File: src/rtl/imp_code_pkg.sv
package imp_code_pkg;
  typedef enum logic {
    DIR_DN = 1'b0,
    DIR_UP = 1'b1
  } step_dir_e;
endpackage

File: src/rtl/imp_tick_div.sv
module imp_tick_div #(
  parameter int DIV_RATIO = 256
) (
  input  logic clk_i,
  input  logic rst_ni,
  output logic tick_o
);
  generate
    if (DIV_RATIO <= 1) begin : g_pass
      assign tick_o = 1'b1;
    end else begin : g_cnt
      localparam int CW = $clog2(DIV_RATIO);
      localparam logic [CW-1:0] LAST = CW'(DIV_RATIO - 1);
      logic [CW-1:0] cnt_q;
      always_ff @(posedge clk_i or negedge rst_ni) begin
        if (!rst_ni)            cnt_q <= '0;
        else if (cnt_q == LAST) cnt_q <= '0;
        else                    cnt_q <= cnt_q + CW'(1);
      end
      assign tick_o = (cnt_q == LAST);
    end
  endgenerate
endmodule

File: src/rtl/imp_dwell_timer.sv
module imp_dwell_timer #(
  parameter int DWELL_CYCLES = 250000
) (
  input  logic clk_i,
  input  logic rst_ni,
  output logic ready_o
);
  localparam int CW = $clog2(DWELL_CYCLES + 1);
  localparam logic [CW-1:0] LIMIT = CW'(DWELL_CYCLES);
  logic [CW-1:0] cnt_q;

  always_ff @(posedge clk_i or negedge rst_ni) begin
    if (!rst_ni)             cnt_q <= '0;
    else if (cnt_q != LIMIT) cnt_q <= cnt_q + CW'(1);
  end

  assign ready_o = (cnt_q == LIMIT);
endmodule

File: src/rtl/imp_code_stepper.sv
module imp_code_stepper
  import imp_code_pkg::*;
#(
  parameter int CODE_W = 6
) (
  input  logic              clk_i,
  input  logic              rst_ni,
  input  logic              tick_i,
  input  logic              cmp_weak_i,
  input  logic              force_min_i,
  input  logic              wake_i,
  output logic [CODE_W-1:0] code_o,
  output logic              locked_o
);
  localparam logic [CODE_W-1:0] CODE_MAX = {CODE_W{1'b1}};
  localparam logic [CODE_W-1:0] CODE_MID = CODE_W'(1) << (CODE_W - 1);

  logic [CODE_W-1:0] code_q, code_d;
  logic              locked_q, locked_d;
  logic              hold_q, hold_d;
  logic              prev_vld_q, prev_vld_d;
  step_dir_e         prev_dir_q, prev_dir_d;
  step_dir_e         dir;

  assign dir = cmp_weak_i ? DIR_UP : DIR_DN;

  always_comb begin
    code_d     = code_q;
    locked_d   = locked_q;
    hold_d     = hold_q;
    prev_vld_d = prev_vld_q;
    prev_dir_d = prev_dir_q;
    if (force_min_i || wake_i) begin
      code_d     = force_min_i ? CODE_MAX : CODE_MID;
      locked_d   = 1'b0;
      hold_d     = 1'b0;
      prev_vld_d = 1'b0;
    end else if (tick_i) begin
      if (hold_q) begin
        hold_d = 1'b0;  // pause tick after a reversal
      end else begin
        if (dir == DIR_UP && code_q != CODE_MAX)   code_d = code_q + CODE_W'(1);
        else if (dir == DIR_DN && code_q != '0)    code_d = code_q - CODE_W'(1);
        if (prev_vld_q && dir != prev_dir_q) begin
          locked_d = 1'b1;
          hold_d   = 1'b1;
        end else if (prev_vld_q) begin
          locked_d = 1'b0;
        end
        prev_vld_d = 1'b1;
        prev_dir_d = dir;
      end
    end
  end

  always_ff @(posedge clk_i or negedge rst_ni) begin
    if (!rst_ni) begin
      code_q     <= CODE_MID;
      locked_q   <= 1'b0;
      hold_q     <= 1'b0;
      prev_vld_q <= 1'b0;
      prev_dir_q <= DIR_DN;
    end else begin
      code_q     <= code_d;
      locked_q   <= locked_d;
      hold_q     <= hold_d;
      prev_vld_q <= prev_vld_d;
      prev_dir_q <= prev_dir_d;
    end
  end

  assign code_o   = code_q;
  assign locked_o = locked_q;
endmodule

File: src/rtl/imp_code_ctrl.sv
module imp_code_ctrl #(
  parameter int CODE_W       = 6,
  parameter int DIV_RATIO    = 256,
  parameter int DWELL_CYCLES = 250000
) (
  input  logic              clk_i,
  input  logic              rst_ni,
  input  logic              cmp_weak_i,
  input  logic              force_min_i,
  input  logic              wake_i,
  output logic [CODE_W-1:0] code_o,
  output logic              locked_o,
  output logic              ready_o
);
  logic tick;

  imp_tick_div #(.DIV_RATIO(DIV_RATIO)) u_div (
    .clk_i  (clk_i),
    .rst_ni (rst_ni),
    .tick_o (tick)
  );

  imp_code_stepper #(.CODE_W(CODE_W)) u_step (
    .clk_i       (clk_i),
    .rst_ni      (rst_ni),
    .tick_i      (tick),
    .cmp_weak_i  (cmp_weak_i),
    .force_min_i (force_min_i),
    .wake_i      (wake_i),
    .code_o      (code_o),
    .locked_o    (locked_o)
  );

  imp_dwell_timer #(.DWELL_CYCLES(DWELL_CYCLES)) u_dwell (
    .clk_i   (clk_i),
    .rst_ni  (rst_ni),
    .ready_o (ready_o)
  );
endmodule

File: config.mk
export PLATFORM = sky130hd
export DESIGN_NAME = imp_code_ctrl
export DESIGN_NICKNAME = d
export VERILOG_FILES = /design/src/rtl/imp_code_pkg.sv /design/src/rtl/imp_tick_div.sv /design/src/rtl/imp_dwell_timer.sv /design/src/rtl/imp_code_stepper.sv /design/src/rtl/imp_code_ctrl.sv
export SDC_FILE = /design/constraint.sdc
export NUM_CORES = 1
export LEC_CHECK = 0
export ABC_CLOCK_PERIOD_IN_PS = 2400
export BUFFER_PORTS_ARGS = -buffer_cell sky130_fd_sc_hd__buf_2
export CAP_MARGIN = 10
export CORE_UTILIZATION = 53
export CTS_CLUSTER_SIZE = 28
export DETAILED_ROUTE_END_ITERATION = 10
export GPL_ROUTABILITY_DRIVEN = 0
export PLACE_DENSITY = 0.86
export SLEW_MARGIN = 20
export SYNTH_ARGS = -nofsm -noshare
export SYNTH_HDL_FRONTEND = slang
export SYNTH_HIERARCHICAL = 1
export SYNTH_SLANG_ARGS = --single-unit
File: constraint.sdc
create_clock -name clk_i -period 2.4 [get_ports clk_i]
set_input_delay 0.24 -clock clk_i [delete_from_list [all_inputs] [get_ports clk_i]]
set_output_delay 0.24 -clock clk_i [all_outputs]
set_load 0.02 [all_outputs]
==> metrics <==
TNS Setup=0 ps; DRT iter0 DRCs=69; #FFs+latches synth=36; Peak supply drop=0.000439 V; MaxCap Viol Count=0; Avg WL per Cell=13.3 µm; Least-Margin Pin Slew=760 ps; Worst Hold Launch=wake_i; CTS root buffer=clkbuf_4; Critical Path Start Type=flop; pin count of the biggest net entering global routing=37; Yosys cell types=38; detailed placer's ending HPWL=2300 µm; most frequent cells in the layout=dfrtp_1 (35), nand2_1 (14), xnor2_1 (13); Lkg Pwr=0.986 nW; antenna fix cells=0; type of the worst setup path=reg2reg; number of detailed-route iterations in the first pass=4; fmax=443 MHz; TritonCTS Buffers=5; H-tree levels=2; Avg Cell Area, Syn=10.9 µm²; CP endpoint kind=flop; predominant post-synthesis flop cell=dfrtp_1; RSZ-0062 raised after global routing=no; syn nets=183; reg2reg start=u_step/code_o[5]; total track usage=20.1%; clock slew at reported path FFs=110 ps; final setup violating endpoints=0; commonest non-fill, non-tap cell in the layout=dfrtp_1; Core ar.=0.00334 mm²; fin crit period=2260 ps; DRC violations left=0; initial core utilization=55.8%; fin nets=206; post-route cell area=0.00212 mm²; row count=21; Port Buffer Count=12; die height=61.3 µm; placed cell area=0.00200 mm²; Arr. time, crit path=2540 ps; Register-to-Register Path Depth=9; WHS Endpoint=u_step/code_o[0]; via/cell ratio=5.50; CP max FO=6; initial antenna violation count=0; DIE AREA=0.00375 mm²; YS warnings=6; Fin. Hold Viols=0; Req. time, crit path=2680 ps; synthesized area=0.00186 mm²; CTS tree=built; flop2flop setup slack=140 ps; outcome=finished clean; max-slew violation count=0; worst clock skew=8.50 ps; Die Wd=61.3 µm; first-pass GRT wire length=5380 µm; fraction of registers with async set or reset after synthesis=100%; TritonCTS Sinks=36; Post CTS Setup Buffer Count=0; total number of vias=1320; Worst Hold Class=in2reg; Worst slew margin=49.3%; period utilization=94.2%; CTS max path bufs=2; Synth Instances=170; Syn-to-layout area delta=13.8%; grt total ovfl=0; Final ANT Viol Nets=0; vias in the first global route=1245; share of layout cells above drive strength 1=18.0%; Worst Hold Depth=2; Worst R2R End=u_step/code_o[5]; routed wire length=3200 µm; PD cells=571 mW/mm²; register area share after synthesis=48.5%; clk_lat worst skew=340 ps; number of flops mapped to enable cells by yosys=0; # IOs=13
[power breakdown]
group / leakage [nW] / internal [W] / switching [W]
Sequential: 0.455 / 0.000612 / 0.00000607
Combinational: 0.480 / 0.0000498 / 0.0000687
Clock: 0.0515 / 0.000276 / 0.000196
[stage by stage]
step                instances  setup WS (ps)  power, W  hold WS, ps  utilization, %
floorplan                 170           52.9  0.000699        -55.6               -
global placement          231            218  0.000739          369            59.8
detailed placement        231            134  0.000741          368            59.8
CTS                       240           83.5   0.00122          151            63.0
global route              240           24.1   0.00127          148            63.4
finish                    240            140   0.00121          176            63.4
[kinds of logic (layout without fill, tap and decap cells)]
kind of cell	after synthesis	count (layout)	share of synthesized area, %
AND/OR/NAND/NOR	68	68	20.7
buffers and inverters	4	28	1.21
multiplexers	8	8	4.37
AO/OA/AOI/OAI	21	21	7.67
flip-flops	36	36	48.5
adder cells (fa/ha/maj)	8	8	5.78
XOR/XNOR	25	25	11.8
[routing by layer]
metal	global-route usage [%]	part of all wire, %	up-vias
li1	-	-	649
met1	25.5	47	642
met2	32.6	48	27
met3	6.93	4.0	2
met4	5.84	0.88	0
met5	0	0	-
[worst max-delay path, stage by stage, from the launching register on]
cell      delay, ps
dfstp_2         580
nand4_1         120
o21ai_1         140
buf_4           160
ha_1            260
a211oi_2        240
o21bai_1        110
a21oi_2         130
mux2i_1         240
mux2i_1         210
[worst max path at each step]
| stage | start | end | slack [ps] |
|---|---|---|---|
| 6_report | u_step/code_o[5] | u_step/code_o[5] | 140 |
| 5_1_grt | u_step/code_o[5] | u_step/code_o[5] | 20 |
| 4_1_cts | u_dwell/cnt_q[8] | ready_o | 80 |
| 3_5_place_dp | u_step/code_o[5] | u_step/code_o[5] | 130 |
| 3_3_place_gp | u_step/code_o[5] | u_step/code_o[5] | 220 |
| 2_1_floorplan | u_step/code_o[5] | u_step/code_o[5] | 50 |
[registers in the layout, indices dropped and copies added, names as in the netlist]
name and flops:
u_step/prev_dir_q 1, u_step/prev_vld_q 1, u_step/locked_o 1, u_step/code_o 6, u_step/hold_q 1, u_dwell/cnt_q 18
u_div/g_cnt.cnt_q 8
[timing repair]
item,4_1_cts,5_1_grt
gates resized for setup,0,3
endpoints found under the hold margin,35,0
endpoints found under the setup margin,0,2
hold buffers,1,0
[Yosys cell counts, drive strengths merged (2+ instances only)]
| cell | instances | area share, % |
|---|---|---|
| dfrtp | 35 | 47 |
| nand2 | 14 | 2.8 |
| xnor2 | 13 | 6.1 |
| xor2 | 12 | 5.6 |
| nand3 | 11 | 3.2 |
| nor2 | 11 | 2.2 |
| ha | 7 | 4.7 |
| mux2i | 7 | 3.8 |
| nor3 | 7 | 2.2 |
| a21oi | 6 | 1.6 |
| and3 | 6 | 2.0 |
| o21bai | 6 | 2.4 |
| nand4 | 4 | 1.3 |
| o21ai | 4 | 1.1 |
| inv | 3 | 0.61 |
| nand2b | 3 | 1.0 |
| a21o | 2 | 0.81 |
| and4 | 2 | 0.94 |
| nor4 | 2 | 1.5 |
| or2 | 2 | 0.67 |
[layout make-up]
cell class              instances  area, µm²
fillers                       305       1220
multi-input cells             130        951
flip-flops and latches         36        902
repair buffers                 17        100
clock buffers                   7       65.1
well taps                      46       57.6
clock inverters                 1       30.0
inverters                       3       11.3
(Power assumes the default switching activity.)
